File: config.mk
export PLATFORM = sky130hd
export DESIGN_NAME = updown_timer
export DESIGN_NICKNAME = d
export VERILOG_FILES = /design/src/rtl/tmr_pkg.sv /design/src/rtl/tmr_regs.sv /design/src/rtl/tmr_counter.sv /design/src/rtl/tmr_compare.sv /design/src/rtl/tmr_flags.sv /design/src/rtl/updown_timer.sv
export SDC_FILE = /design/constraint.sdc
export NUM_CORES = 1
export LEC_CHECK = 0
export BUFFER_PORTS_ARGS = -buffer_cell sky130_fd_sc_hd__buf_2
export CORE_MARGIN = 2
export CORE_UTILIZATION = 50
export CTS_BUF_LIST = sky130_fd_sc_hd__clkbuf_16
export DETAILED_ROUTE_END_ITERATION = 12
export PLACE_DENSITY_LB_ADDON = 0.25
export SYNTH_ARGS = -nofsm -noshare
export SYNTH_HDL_FRONTEND = slang
export SYNTH_SLANG_ARGS = --single-unit
File: constraint.sdc
create_clock -name clk -period 2.2 [get_ports clk]
set_input_delay 0.11 -clock clk [delete_from_list [all_inputs] [get_ports clk]]
set_output_delay 0.11 -clock clk [all_outputs]
set_load 0.005 [all_outputs]
File: src/rtl/tmr_pkg.sv
// Package: shared register-select encoding and mode layout for the timer.
// Assumes a 2-bit register address on the write interface.
package tmr_pkg;

    typedef enum logic [1:0] {
        SEL_COUNT = 2'd0,
        SEL_CMP   = 2'd1,
        SEL_MODE  = 2'd2,
        SEL_FLAGS = 2'd3
    } reg_sel_e;

    // Mode register contents; bit 0 = compare as TOP, bit 1 = buffered compare.
    typedef struct packed {
        logic buffered;
        logic top_is_cmp;
    } mode_t;

    localparam int FLAG_OVF_BIT = 0;
    localparam int FLAG_CMP_BIT = 1;

endpackage

File: src/rtl/tmr_regs.sv
// Register block: decodes software writes, holds the mode, the compare
// buffer and the active compare value. It loads the buffer into the active
// value on a wrap when buffered mode is on.
// Assumes wrap_evt is a single-cycle strobe from the counter unit.
module tmr_regs
    import tmr_pkg::*;
#(
    parameter int W = 8
) (
    input  logic         clk,
    input  logic         rst_n,
    input  logic         wr_en,
    input  logic [1:0]   wr_addr,
    input  logic [W-1:0] wr_data,
    input  logic         wrap_evt,
    output mode_t        mode,
    output logic [W-1:0] cmp_live,
    output logic         cnt_ld,
    output logic [W-1:0] cnt_ld_val,
    output logic         clr_ovf,
    output logic         clr_cmp
);

    reg_sel_e     sel;
    logic         wr_cmp;
    logic         wr_mode;
    logic [W-1:0] cmp_buf;

    // Decode the write strobe into per-register actions.
    always_comb begin
        sel        = reg_sel_e'(wr_addr);
        cnt_ld     = wr_en && (sel == SEL_COUNT);
        wr_cmp     = wr_en && (sel == SEL_CMP);
        wr_mode    = wr_en && (sel == SEL_MODE);
        clr_ovf    = wr_en && (sel == SEL_FLAGS) && wr_data[FLAG_OVF_BIT];
        clr_cmp    = wr_en && (sel == SEL_FLAGS) && wr_data[FLAG_CMP_BIT];
        cnt_ld_val = wr_data;
    end

    // Mode register.
    always_ff @(posedge clk) begin
        if (!rst_n)       mode <= '0;
        else if (wr_mode) mode <= mode_t'(wr_data[1:0]);
    end

    // Compare buffer: always takes the software value.
    always_ff @(posedge clk) begin
        if (!rst_n)      cmp_buf <= '0;
        else if (wr_cmp) cmp_buf <= wr_data;
    end

    // Active compare value: direct write when unbuffered, wrap load when buffered.
    always_ff @(posedge clk) begin
        if (!rst_n)                          cmp_live <= '0;
        else if (!mode.buffered && wr_cmp)   cmp_live <= wr_data;
        else if (mode.buffered && wrap_evt)  cmp_live <= cmp_buf;
    end

    // an unbuffered compare write is visible at the next edge.
    p_unbuf_write_r8: assert property (@(posedge clk) disable iff (!rst_n)
        (wr_cmp && !mode.buffered) |=> (cmp_live == $past(wr_data)));

    // in buffered mode the active value changes only on a wrap.
    p_buf_hold_r8: assert property (@(posedge clk) disable iff (!rst_n)
        (mode.buffered && !wrap_evt && !wr_mode) |=> $stable(cmp_live));

endmodule

File: src/rtl/tmr_counter.sv
// Counter unit: up/down counter with clear, software load and TOP-based wrap.
// It drives the TOP and BOTTOM indicators and a wrap strobe.
// Assumes top_val is stable within a cycle; full scale is all ones.
module tmr_counter #(
    parameter int W = 8
) (
    input  logic         clk,
    input  logic         rst_n,
    input  logic         tick,
    input  logic         down,
    input  logic         clr,
    input  logic         ld,
    input  logic [W-1:0] ld_val,
    input  logic [W-1:0] top_val,
    output logic [W-1:0] cnt,
    output logic         wrap_evt,
    output logic         at_top,
    output logic         at_bot
);

    localparam logic [W-1:0] MAXV = '1;
    localparam logic [W-1:0] ONE  = W'(1);

    logic step;
    logic wrap_up;
    logic wrap_dn;

    // Work out whether this cycle steps and whether the step wraps.
    always_comb begin
        step     = tick && !clr && !ld;
        wrap_up  = (cnt == top_val) || (cnt == MAXV);
        wrap_dn  = (cnt == '0);
        wrap_evt = step && (down ? wrap_dn : wrap_up);
        at_top   = (cnt == top_val);
        at_bot   = wrap_dn;
    end

    // Counter register: clear > load > step.
    always_ff @(posedge clk) begin
        if (!rst_n)     cnt <= '0;
        else if (clr)   cnt <= '0;
        else if (ld)    cnt <= ld_val;
        else if (step) begin
            if (down)   cnt <= wrap_dn ? top_val : cnt - ONE;
            else        cnt <= wrap_up ? '0 : cnt + ONE;
        end
    end

    // clear always yields zero.
    p_clear_r3: assert property (@(posedge clk) disable iff (!rst_n)
        clr |=> (cnt == '0));

    // a non-wrapping up-step adds one.
    p_step_up_r2: assert property (@(posedge clk) disable iff (!rst_n)
        (step && !down && !wrap_up) |=> (cnt == $past(cnt) + ONE));

    // no tick, no clear, no load -> hold.
    p_hold_r2: assert property (@(posedge clk) disable iff (!rst_n)
        (!tick && !clr && !ld) |=> $stable(cnt));

    // a down-wrap lands on the TOP in force at that tick.
    p_down_wrap_r5: assert property (@(posedge clk) disable iff (!rst_n)
        (step && down && at_bot) |=> (cnt == $past(top_val)));

    // a load without clear takes the written value.
    p_load_r11: assert property (@(posedge clk) disable iff (!rst_n)
        (ld && !clr) |=> (cnt == $past(ld_val)));

endmodule

File: src/rtl/tmr_compare.sv
// Compare unit: detects a match between the counter and the active compare
// value on a counting tick, holds off one tick after a counter write, and
// registers a one-cycle event pulse.
// Assumes ld and clr come from the same cycle as tick.
module tmr_compare #(
    parameter int W = 8
) (
    input  logic         clk,
    input  logic         rst_n,
    input  logic         tick,
    input  logic         clr,
    input  logic         ld,
    input  logic [W-1:0] cnt,
    input  logic [W-1:0] cmp_live,
    output logic         hit,
    output logic         evt
);

    logic hold_off;

    // Match qualified by a counting tick and the post-write hold-off.
    always_comb begin
        hit = tick && !clr && !ld && !hold_off && (cnt == cmp_live);
    end

    // Hold-off: armed by a counter write, released by the next counting tick.
    always_ff @(posedge clk) begin
        if (!rst_n)                     hold_off <= 1'b0;
        else if (ld)                    hold_off <= 1'b1;
        else if (tick && !clr)          hold_off <= 1'b0;
    end

    // Event pulse register.
    always_ff @(posedge clk) begin
        if (!rst_n) evt <= 1'b0;
        else        evt <= hit;
    end

    // no match can be taken in the cycle after a counter write.
    p_suppress_r10: assert property (@(posedge clk) disable iff (!rst_n)
        ld |=> !hit);

    // every match yields the event pulse one cycle later.
    p_evt_follows_r7: assert property (@(posedge clk) disable iff (!rst_n)
        hit |=> evt);

    // the event is never raised without a preceding match.
    p_evt_cause_r7: assert property (@(posedge clk) disable iff (!rst_n)
        !hit |=> !evt);

endmodule

File: src/rtl/tmr_flags.sv
// Sticky flag pair: overflow and compare match. Set by hardware events,
// cleared by write-one from software; a set in the same cycle wins.
// Assumes set and clear inputs are single-cycle qualified strobes.
module tmr_flags (
    input  logic clk,
    input  logic rst_n,
    input  logic ovf_set,
    input  logic cmp_set,
    input  logic ovf_clr,
    input  logic cmp_clr,
    output logic ovf_q,
    output logic cmp_q
);

    // Update both flags with set-over-clear priority.
    always_ff @(posedge clk) begin
        if (!rst_n) begin
            ovf_q <= 1'b0;
            cmp_q <= 1'b0;
        end else begin
            ovf_q <= ovf_set | (ovf_q & ~ovf_clr);
            cmp_q <= cmp_set | (cmp_q & ~cmp_clr);
        end
    end

    // an overflow set is visible next cycle even under a clear.
    p_ovf_set_r6: assert property (@(posedge clk) disable iff (!rst_n)
        ovf_set |=> ovf_q);

    // a compare-flag set wins over a simultaneous clear.
    p_cmp_set_r9: assert property (@(posedge clk) disable iff (!rst_n)
        cmp_set |=> cmp_q);

    // a clear with no set drops the flag.
    p_ovf_clear_r9: assert property (@(posedge clk) disable iff (!rst_n)
        (ovf_clr && !ovf_set) |=> !ovf_q);

endmodule

File: src/rtl/updown_timer.sv
// Top: up/down timer-counter with double-buffered compare unit.
// Ties the register block, counter, compare and flag units together and
// selects TOP from the mode. Assumes tick is already synchronous to clk.
module updown_timer
    import tmr_pkg::*;
#(
    parameter int W = 8
) (
    input  logic         clk,
    input  logic         rst_n,
    input  logic         tick,
    input  logic         count_down,
    input  logic         sync_clr,
    input  logic         reg_wr,
    input  logic [1:0]   reg_addr,
    input  logic [W-1:0] reg_wdata,
    output logic [W-1:0] cnt_value,
    output logic [W-1:0] cmp_value,
    output logic         at_top,
    output logic         at_bottom,
    output logic         ovf_flag,
    output logic         cmp_flag,
    output logic         cmp_event
);

    localparam logic [W-1:0] FULL = '1;

    mode_t        mode;
    logic [W-1:0] cmp_live;
    logic [W-1:0] top_val;
    logic         cnt_ld;
    logic [W-1:0] cnt_ld_val;
    logic         clr_ovf;
    logic         clr_cmp;
    logic         wrap_evt;
    logic         hit;

    // TOP select: full scale or the active compare value.
    always_comb begin
        top_val = mode.top_is_cmp ? cmp_live : FULL;
    end

    tmr_regs #(.W(W)) u_regs (
        .clk        (clk),
        .rst_n      (rst_n),
        .wr_en      (reg_wr),
        .wr_addr    (reg_addr),
        .wr_data    (reg_wdata),
        .wrap_evt   (wrap_evt),
        .mode       (mode),
        .cmp_live   (cmp_live),
        .cnt_ld     (cnt_ld),
        .cnt_ld_val (cnt_ld_val),
        .clr_ovf    (clr_ovf),
        .clr_cmp    (clr_cmp)
    );

    tmr_counter #(.W(W)) u_cnt (
        .clk      (clk),
        .rst_n    (rst_n),
        .tick     (tick),
        .down     (count_down),
        .clr      (sync_clr),
        .ld       (cnt_ld),
        .ld_val   (cnt_ld_val),
        .top_val  (top_val),
        .cnt      (cnt_value),
        .wrap_evt (wrap_evt),
        .at_top   (at_top),
        .at_bot   (at_bottom)
    );

    tmr_compare #(.W(W)) u_cmp (
        .clk      (clk),
        .rst_n    (rst_n),
        .tick     (tick),
        .clr      (sync_clr),
        .ld       (cnt_ld),
        .cnt      (cnt_value),
        .cmp_live (cmp_live),
        .hit      (hit),
        .evt      (cmp_event)
    );

    tmr_flags u_flags (
        .clk     (clk),
        .rst_n   (rst_n),
        .ovf_set (wrap_evt),
        .cmp_set (hit),
        .ovf_clr (clr_ovf),
        .cmp_clr (clr_cmp),
        .ovf_q   (ovf_flag),
        .cmp_q   (cmp_flag)
    );

    assign cmp_value = cmp_live;

    // the two boundary indicators agree with the count.
    p_bottom_r4: assert property (@(posedge clk) disable iff (!rst_n)
        at_bottom == (cnt_value == '0));

    // the cycle after reset is fully idle.
    p_reset_r1: assert property (@(posedge clk)
        !rst_n |=> (cnt_value == '0 && !ovf_flag && !cmp_flag && !cmp_event));

endmodule

==> results.sh, run 1 <==
export IMPL_status="finished clean"
export IMPL_die_w_um=69.2
export IMPL_clock_power_share_pct=41.9
export IMPL_synth_seq_cells=30
export IMPL_dp_hpwl_um=4320
export IMPL_firstDrtPassIters=6
export IMPL_worst_path_buf_inv=1
export IMPL_grt_max_degree=25
export IMPL_yosys_mux_area_fraction_pct=4.71
export IMPL_ant_nets=0
export IMPL_setup_viol=0
export IMPL_die_h_um=69.2
export IMPL_synth_xor_area_share_pct=7.83
export IMPL_max_slew_margin_rel_pct=62.4
export IMPL_pin_count=37
export IMPL_async_flop_share_pct=0
export IMPL_synth_cells=261
export IMPL_tritoncts="yes"
export IMPL_routed_wl_um=6010
export IMPL_synthTopCellsByArea="dfxtp_1, xor2_1, mux2i_1, nand2_1, a21oi_1"
export IMPL_clock_root_buffer="clkbuf_16"
export IMPL_p_leak_nw=1.13
export IMPL_postCtsHoldBufs=0
export IMPL_pwr_share_seq_pct=38.6
export IMPL_regToRegStartpoint="u_regs.cmp_live[2]"
export IMPL_total_power_w=0.00154
export IMPL_startpoint="u_regs.cmp_live[2]"
export IMPL_critical_path_endpoint_type="flop"
export IMPL_hold_viol=0
export IMPL_synth_edf_count=0
export IMPL_critPathMaxFanout=16
export IMPL_crit_path_end="u_cnt.cnt[3]"
export IMPL_r2r_cells=7
export IMPL_crit_family="compound AO/OA/AOI/OAI gates"
export IMPL_worst_setup_path_start_kind="flop"
export IMPL_yosysSeqAreaShare_pct=28.3
export IMPL_yosysWarningCount=0
export IMPL_r2r_setup_slack_ns=0.14
export IMPL_synth_top_family_by_area="simple AND/OR/NAND/NOR gates"
export IMPL_netlist_area_um2=2130
export IMPL_hold_class="in -> reg"
export IMPL_yosys_area_share_simple_pct=26.7
export IMPL_drt_wirelength_per_cell_um=16.9
export IMPL_worstPathArrival_ns=2.26
export IMPL_io_buffer_count=36
export IMPL_clockBufferDepth=2
export IMPL_p_sw_share_pct=28.1
export IMPL_cts_buffers_inserted=5
export IMPL_fmax_mhz=485
export IMPL_via_per_inst=6.01
export IMPL_routabilityCongestion=0.891
export IMPL_drive_gt1_share_pct=24.8
export IMPL_grt_pass1_vias=1987
export IMPL_synth_cell_types=46
export IMPL_ir_drop_v=0.000695
export IMPL_grt_overflow=0
export IMPL_pwr_density_cell_nw_per_um2=599
export IMPL_synth_adder_area_share_pct=1.77
export IMPL_antenna_found_initial=0
export IMPL_cts_resized=0
export IMPL_skew_ns=0.00481
export IMPL_yosys_top_cells_count="dfxtp_1, nand2_1, a21oi_1"
export IMPL_cp_depth=7
export IMPL_drc_errors=0
export IMPL_post_cts_buffers=0
export IMPL_clk_pin_slew_ns=0.05
export IMPL_final_nets=324
export IMPL_yosysMostFrequentCell="dfxtp_1"
export IMPL_p_comb_share_pct=19.5
export IMPL_tightest_slew_ns=0.559
export IMPL_power_switching_w=0.000432
export IMPL_maxCapViolCount=0
export IMPL_yosysTopAreaCell="dfxtp_1"
export IMPL_syn_avg_cell_area_um2=8.14
export IMPL_fin_area_um2=2560
export IMPL_reg2reg_to="u_cnt.cnt[3]"
export IMPL_core_um2=4060
export IMPL_grt_pass1_wl_um=9830
export IMPL_p_int_w=0.00110
export IMPL_synth_compound_area_share_pct=24.5
export IMPL_slew_viol_final=0
export IMPL_fin_crit_sh_pct=93.8
export IMPL_path_cells="xor2_1, o31ai_1, a31oi_1, o31ai_4, buf_4, or3_1, a31oi_1"
export IMPL_yosys_area_top_type_share_pct=28.3
export IMPL_dr_total_vias=2140
export IMPL_fin_crit_ns=2.06
export IMPL_grt_use_total_pct=25.5
export IMPL_cts_max_level=2
export IMPL_tns_ns=0
export IMPL_timing_critical_path_mode_cell="a31oi_1"
export IMPL_synth_ff_type="dfxtp_1"
export IMPL_row_count=23
export IMPL_cts_sinks=30
export IMPL_place_area_um2=2410
export IMPL_dieArea_um2=4790
export IMPL_syn_to_final_growth_pct=20.6
export IMPL_worstSkewPairLatency_ns=0.27
export IMPL_path_class="reg -> reg"
export IMPL_cp_slowest_cell="dfxtp_1"
export IMPL_start_util_pct=52.4
export IMPL_dr_first_iter_drc_count=188
export IMPL_diodes=0
export IMPL_cp_data_required_time_ns=2.40
export IMPL_rsz0062_at_grt="false"
export IMPL_slowest_delay_ns=0.43
export IMPL_syn_num_nets=280
-- per-layer routing --
metal  track usage [%]  share of wire (%)  vias up
li1                  -                  -     1032
met4              9.15                1.0        0
met1              35.4                 46      998
met3              3.63                6.7        6
met5                 0                  0        -
met2              40.3                 47      104
-- power groups by stage --
stage,clock network [W],registers (W),logic (W)
final,0.000643,0.000593,0.000300
after detailed placement,0,0.000602,0.000290
after CTS,0.000651,0.000591,0.000295
after global placement,0,0.000602,0.000288
after floorplan,0,0.000596,0.000193
after global routing,0.000674,0.000595,0.000329
-- cells in the final DEF (no fill, tap or decap), types with 3 or more instances in the layout --
cell and instances:
buf_2 36, dfxtp_1 28, nand2_1 25, buf_4 21, a21oi_1 18, nor2b_1 14
nor2_1 14, xor2_1 13, nand2b_1 10, o21ai_0 10, mux2i_1 10, a31oi_1 9
nand3b_1 7, nor3_1 6, nand3_1 6, a21bo_1 6, xnor2_1 6, or3_1 5
clkbuf_16 5, inv_1 4, a221oi_1 4, o31ai_1 3, and3_1 3, nor3b_1 3
a32o_1 3, ha_1 3, clkinv_1 3
-- layout make-up --
type	instances	area, um2
Tap cell	50	62.6
Clock inverter	3	11.3
Inverter	4	15.0
Multi-Input combinational cell	207	1410
Sequential cell	30	603
Fill cell	379	1490
Clock buffer	5	125
Timing Repair Buffer	57	338
-- sequential cells by signal, indices dropped and copies added (netlist names) --
signal and flops:
u_cmp.evt 1, u_cmp.hold_off 1, u_cnt.cnt 8, u_flags.cmp_q 1
u_flags.ovf_q 1, u_regs.cmp_buf 8, u_regs.cmp_live 8, u_regs.mode 2
-- worst register-to-register path, stage by stage, from the launching register on --
cell and delay [ns]:
dfxtp_1 0.43, xor2_1 0.27, o31ai_1 0.11, a31oi_1 0.29, o31ai_4 0.12, buf_4 0.21
or3_1 0.39, a31oi_1 0.17
-- through the flow --
| stage | utilization (%) | worst slack [ns] | hold slack (ns) | std cells |
|---|---|---|---|---|
| 5_1_grt | 63.2 | 0.00771 | 0.152 | 356 |
| 2_1_floorplan | - | 0.00562 | 0.248 | 261 |
| 4_1_cts | 62.8 | 0.0792 | 0.129 | 356 |
| 3_5_place_dp | 59.5 | 0.133 | 0.412 | 348 |
| 6_report | 63.2 | 0.137 | 0.128 | 356 |
| 3_3_place_gp | 59.5 | 0.133 | 0.399 | 348 |
-- logic make-up (layout without fill, tap and decap cells) --
| kind of cell | after synthesis | in the layout |
|---|---|---|
| and+or+nand+nor | 103 | 103 |
| AOI/OAI and AO/OA | 72 | 72 |
| DFF | 30 | 30 |
| buffers and inverters | 24 | 69 |
| xor gates and xnor gates | 19 | 19 |
| muxes | 10 | 10 |
| adders and majority gates | 3 | 3 |
-- worst min-delay path by stage --
stage                     slack, ns  depth (start not counted)    startpoint                  to
after floorplan                0.25                          2         rst_n  u_regs.cmp_live[7]
after global placement         0.40                          3  reg_wdata[3]        u_cnt.cnt[3]
after detailed placement       0.41                          3  reg_wdata[2]   u_regs.cmp_buf[2]
after CTS                      0.13                          3  reg_wdata[2]   u_regs.cmp_buf[2]
after global routing           0.15                          3  reg_wdata[3]        u_cnt.cnt[3]
final                          0.13                          3  reg_wdata[3]        u_cnt.cnt[3]
Power figures use the tool's default switching activity.
==> inputs of run 2 (changes only) <==
BUFFER_PORTS_ARGS = -buffer_cell sky130_fd_sc_hd__buf_4   (was -buffer_cell sky130_fd_sc_hd__buf_2)
==> results.sh, run 2 (same netlist as run 1, synthesis figures left out) <==
export IMPL_tns_ns=0
export IMPL_final_cell_mix="buf_4, dfxtp_1, nand2_1, a21oi_1"
export IMPL_status="finished clean"
export IMPL_grt_pass1_wl_um=9900
export IMPL_drive_gt1_share_pct=26.3
export IMPL_maxCapViolCount=0
export IMPL_ir_drop_v=0.000478
export IMPL_syn_to_final_growth_pct=26.5
export IMPL_diodes=0
export IMPL_dr_first_iter_drc_count=266
export IMPL_dp_hpwl_um=4310
export IMPL_hold_viol=0
export IMPL_core_um2=4060
export IMPL_p_leak_nw=1.17
export IMPL_cts_sinks=30
export IMPL_clk_pin_slew_ns=0.05
export IMPL_grt_max_degree=25
export IMPL_fillers=357
export IMPL_path_class="reg -> reg"
export IMPL_hold_end="u_regs.cmp_buf[5]"
export IMPL_regToRegStartpoint="u_regs.mode[0]"
export IMPL_regArea_um2=606
export IMPL_final_nets=326
export IMPL_critical_path_endpoint_type="flop"
export IMPL_top_regs="u_cnt.cnt x8, u_regs.cmp_buf x8, u_regs.cmp_live x8"
export IMPL_die_h_um=69.2
export IMPL_multi_input_area_um2=1410
export IMPL_min_from="reg_wdata[5]"
export IMPL_via_per_inst=5.94
export IMPL_io_buffer_count=36
export IMPL_grt_pass1_vias=2048
export IMPL_clock_root_buffer="clkbuf_16"
export IMPL_dr_total_vias=2127
export IMPL_routed_wl_um=5810
export IMPL_skew_ns=0.00216
export IMPL_pwr_density_cell_nw_per_um2=580
export IMPL_worstSkewPairLatency_ns=0.28
export IMPL_clockBufferDepth=2
export IMPL_fin_crit_ns=2.08
export IMPL_holdPathStages=3
export IMPL_startpoint="u_regs.mode[0]"
export IMPL_setup_viol=0
export IMPL_final_util_pct=66.3
export IMPL_pin_count=37
export IMPL_dieArea_um2=4790
export IMPL_firstDrtPassIters=5
export IMPL_fmax_mhz=481
export IMPL_worst_setup_path_start_kind="flop"
export IMPL_fin_crit_sh_pct=94.4
export IMPL_r2r_setup_slack_ns=0.12
export IMPL_grt_use_total_pct=25.6
export IMPL_antenna_found_initial=0
export IMPL_tritoncts="yes"
export IMPL_slew_viol_final=0
export IMPL_tightest_slew_ns=0.462
export IMPL_layout_cells_most_common="buf_4"
export IMPL_cts_max_level=2
export IMPL_drc_errors=0
export IMPL_hold_class="in -> reg"
export IMPL_critPathMaxFanout=14
export IMPL_cts_buffers_inserted=5
export IMPL_cp_data_required_time_ns=2.37
export IMPL_rsz0062_at_grt="false"
export IMPL_routabilityCongestion=0.945
export IMPL_max_slew_margin_rel_pct=69.1
export IMPL_ant_nets=0
export IMPL_reg2reg_to="u_regs.cmp_live[1]"
export IMPL_row_count=23
export IMPL_drt_wirelength_per_cell_um=16.2
export IMPL_die_w_um=69.2
export IMPL_start_util_pct=52.4
export IMPL_r2r_cells=7
export IMPL_worstPathArrival_ns=2.25
export IMPL_grt_overflow=0
-- run 2: changes by cell type in the layout (fill, tap and decap cells not counted) --
cell and change:
inv_1 +1, clkinv_2 +1, buf_12 +1, a221oi_1 -1, a31oi_2 -1, clkinv_1 -2, buf_2 -36, buf_6 +1
buf_4 +36, dfxtp_2 +2, a31oi_1 +1, a221oi_2 +1, dfxtp_1 -2
-- run 2: through the flow --
| step | cell area (um2) | setup WS (ns) | hold WS (ns) | total power [W] | std cells |
|---|---|---|---|---|---|
| 2_1_floorplan | 2130 | 0.00562 | 0.248 | 0.000789 | 261 |
| 3_3_place_gp | 2520 | 0.116 | 0.400 | 0.000912 | 349 |
| 3_5_place_dp | 2520 | 0.0669 | 0.399 | 0.000916 | 349 |
| 4_1_cts | 2660 | 0.0188 | 0.119 | 0.00156 | 357 |
| 5_1_grt | 2690 | 0.0149 | 0.155 | 0.00162 | 358 |
| 6_report | 2690 | 0.123 | 0.123 | 0.00156 | 358 |
-- run 2: how the worst max path moves through the flow --
stage	endpoint	slack [ns]	cells after the start
floorplan	u_regs.cmp_live[1]	0.006	10
global placement	u_regs.cmp_live[1]	0.12	7
detailed placement	u_regs.cmp_live[1]	0.07	7
CTS	u_regs.cmp_live[3]	0.02	7
global route	u_regs.cmp_live[2]	0.01	8
finish	u_regs.cmp_live[1]	0.12	7
-- run 2: final cells by class --
cell class,count,share of cell area [%]
sequential,30,22.5
clock inverter,3,0.465
multi-input combinational,207,52.4
clock buffer,5,4.65
timing repair buffer,59,17.1
tap,50,2.33
inverter,4,0.558
-- run 2: critical path: stages, from the launching register on --
cell,delay [ns]
dfxtp_2,0.41
or3b_1,0.39
a21oi_2,0.18
o22ai_2,0.13
o31ai_4,0.41
buf_6,0.22
a21oi_1,0.08
o21a_1,0.17
-- run 2: power by group --
group / switching (W) / internal (W)
Combinational: 0.000165 / 0.000156
Clock: 0.000235 / 0.000408
Sequential: 0.0000281 / 0.000568
-- run 2: metal layers --
| metal | global-route usage, % | vias up | wire, um |
|---|---|---|---|
| met3 | 5.67 | 17 | 343 |
| li1 | - | 1030 | - |
| met4 | 10.0 | 0 | 143 |
| met2 | 40.0 | 91 | 2730 |
| met5 | 0 | - | 0 |
| met1 | 34.3 | 989 | 2590 |
-- run 2: timing repair --
action,CTS,global route
hold buffers,0,0
gates resized for setup,0,7
buffers inserted,0,1
setup endpoints to repair,0,14
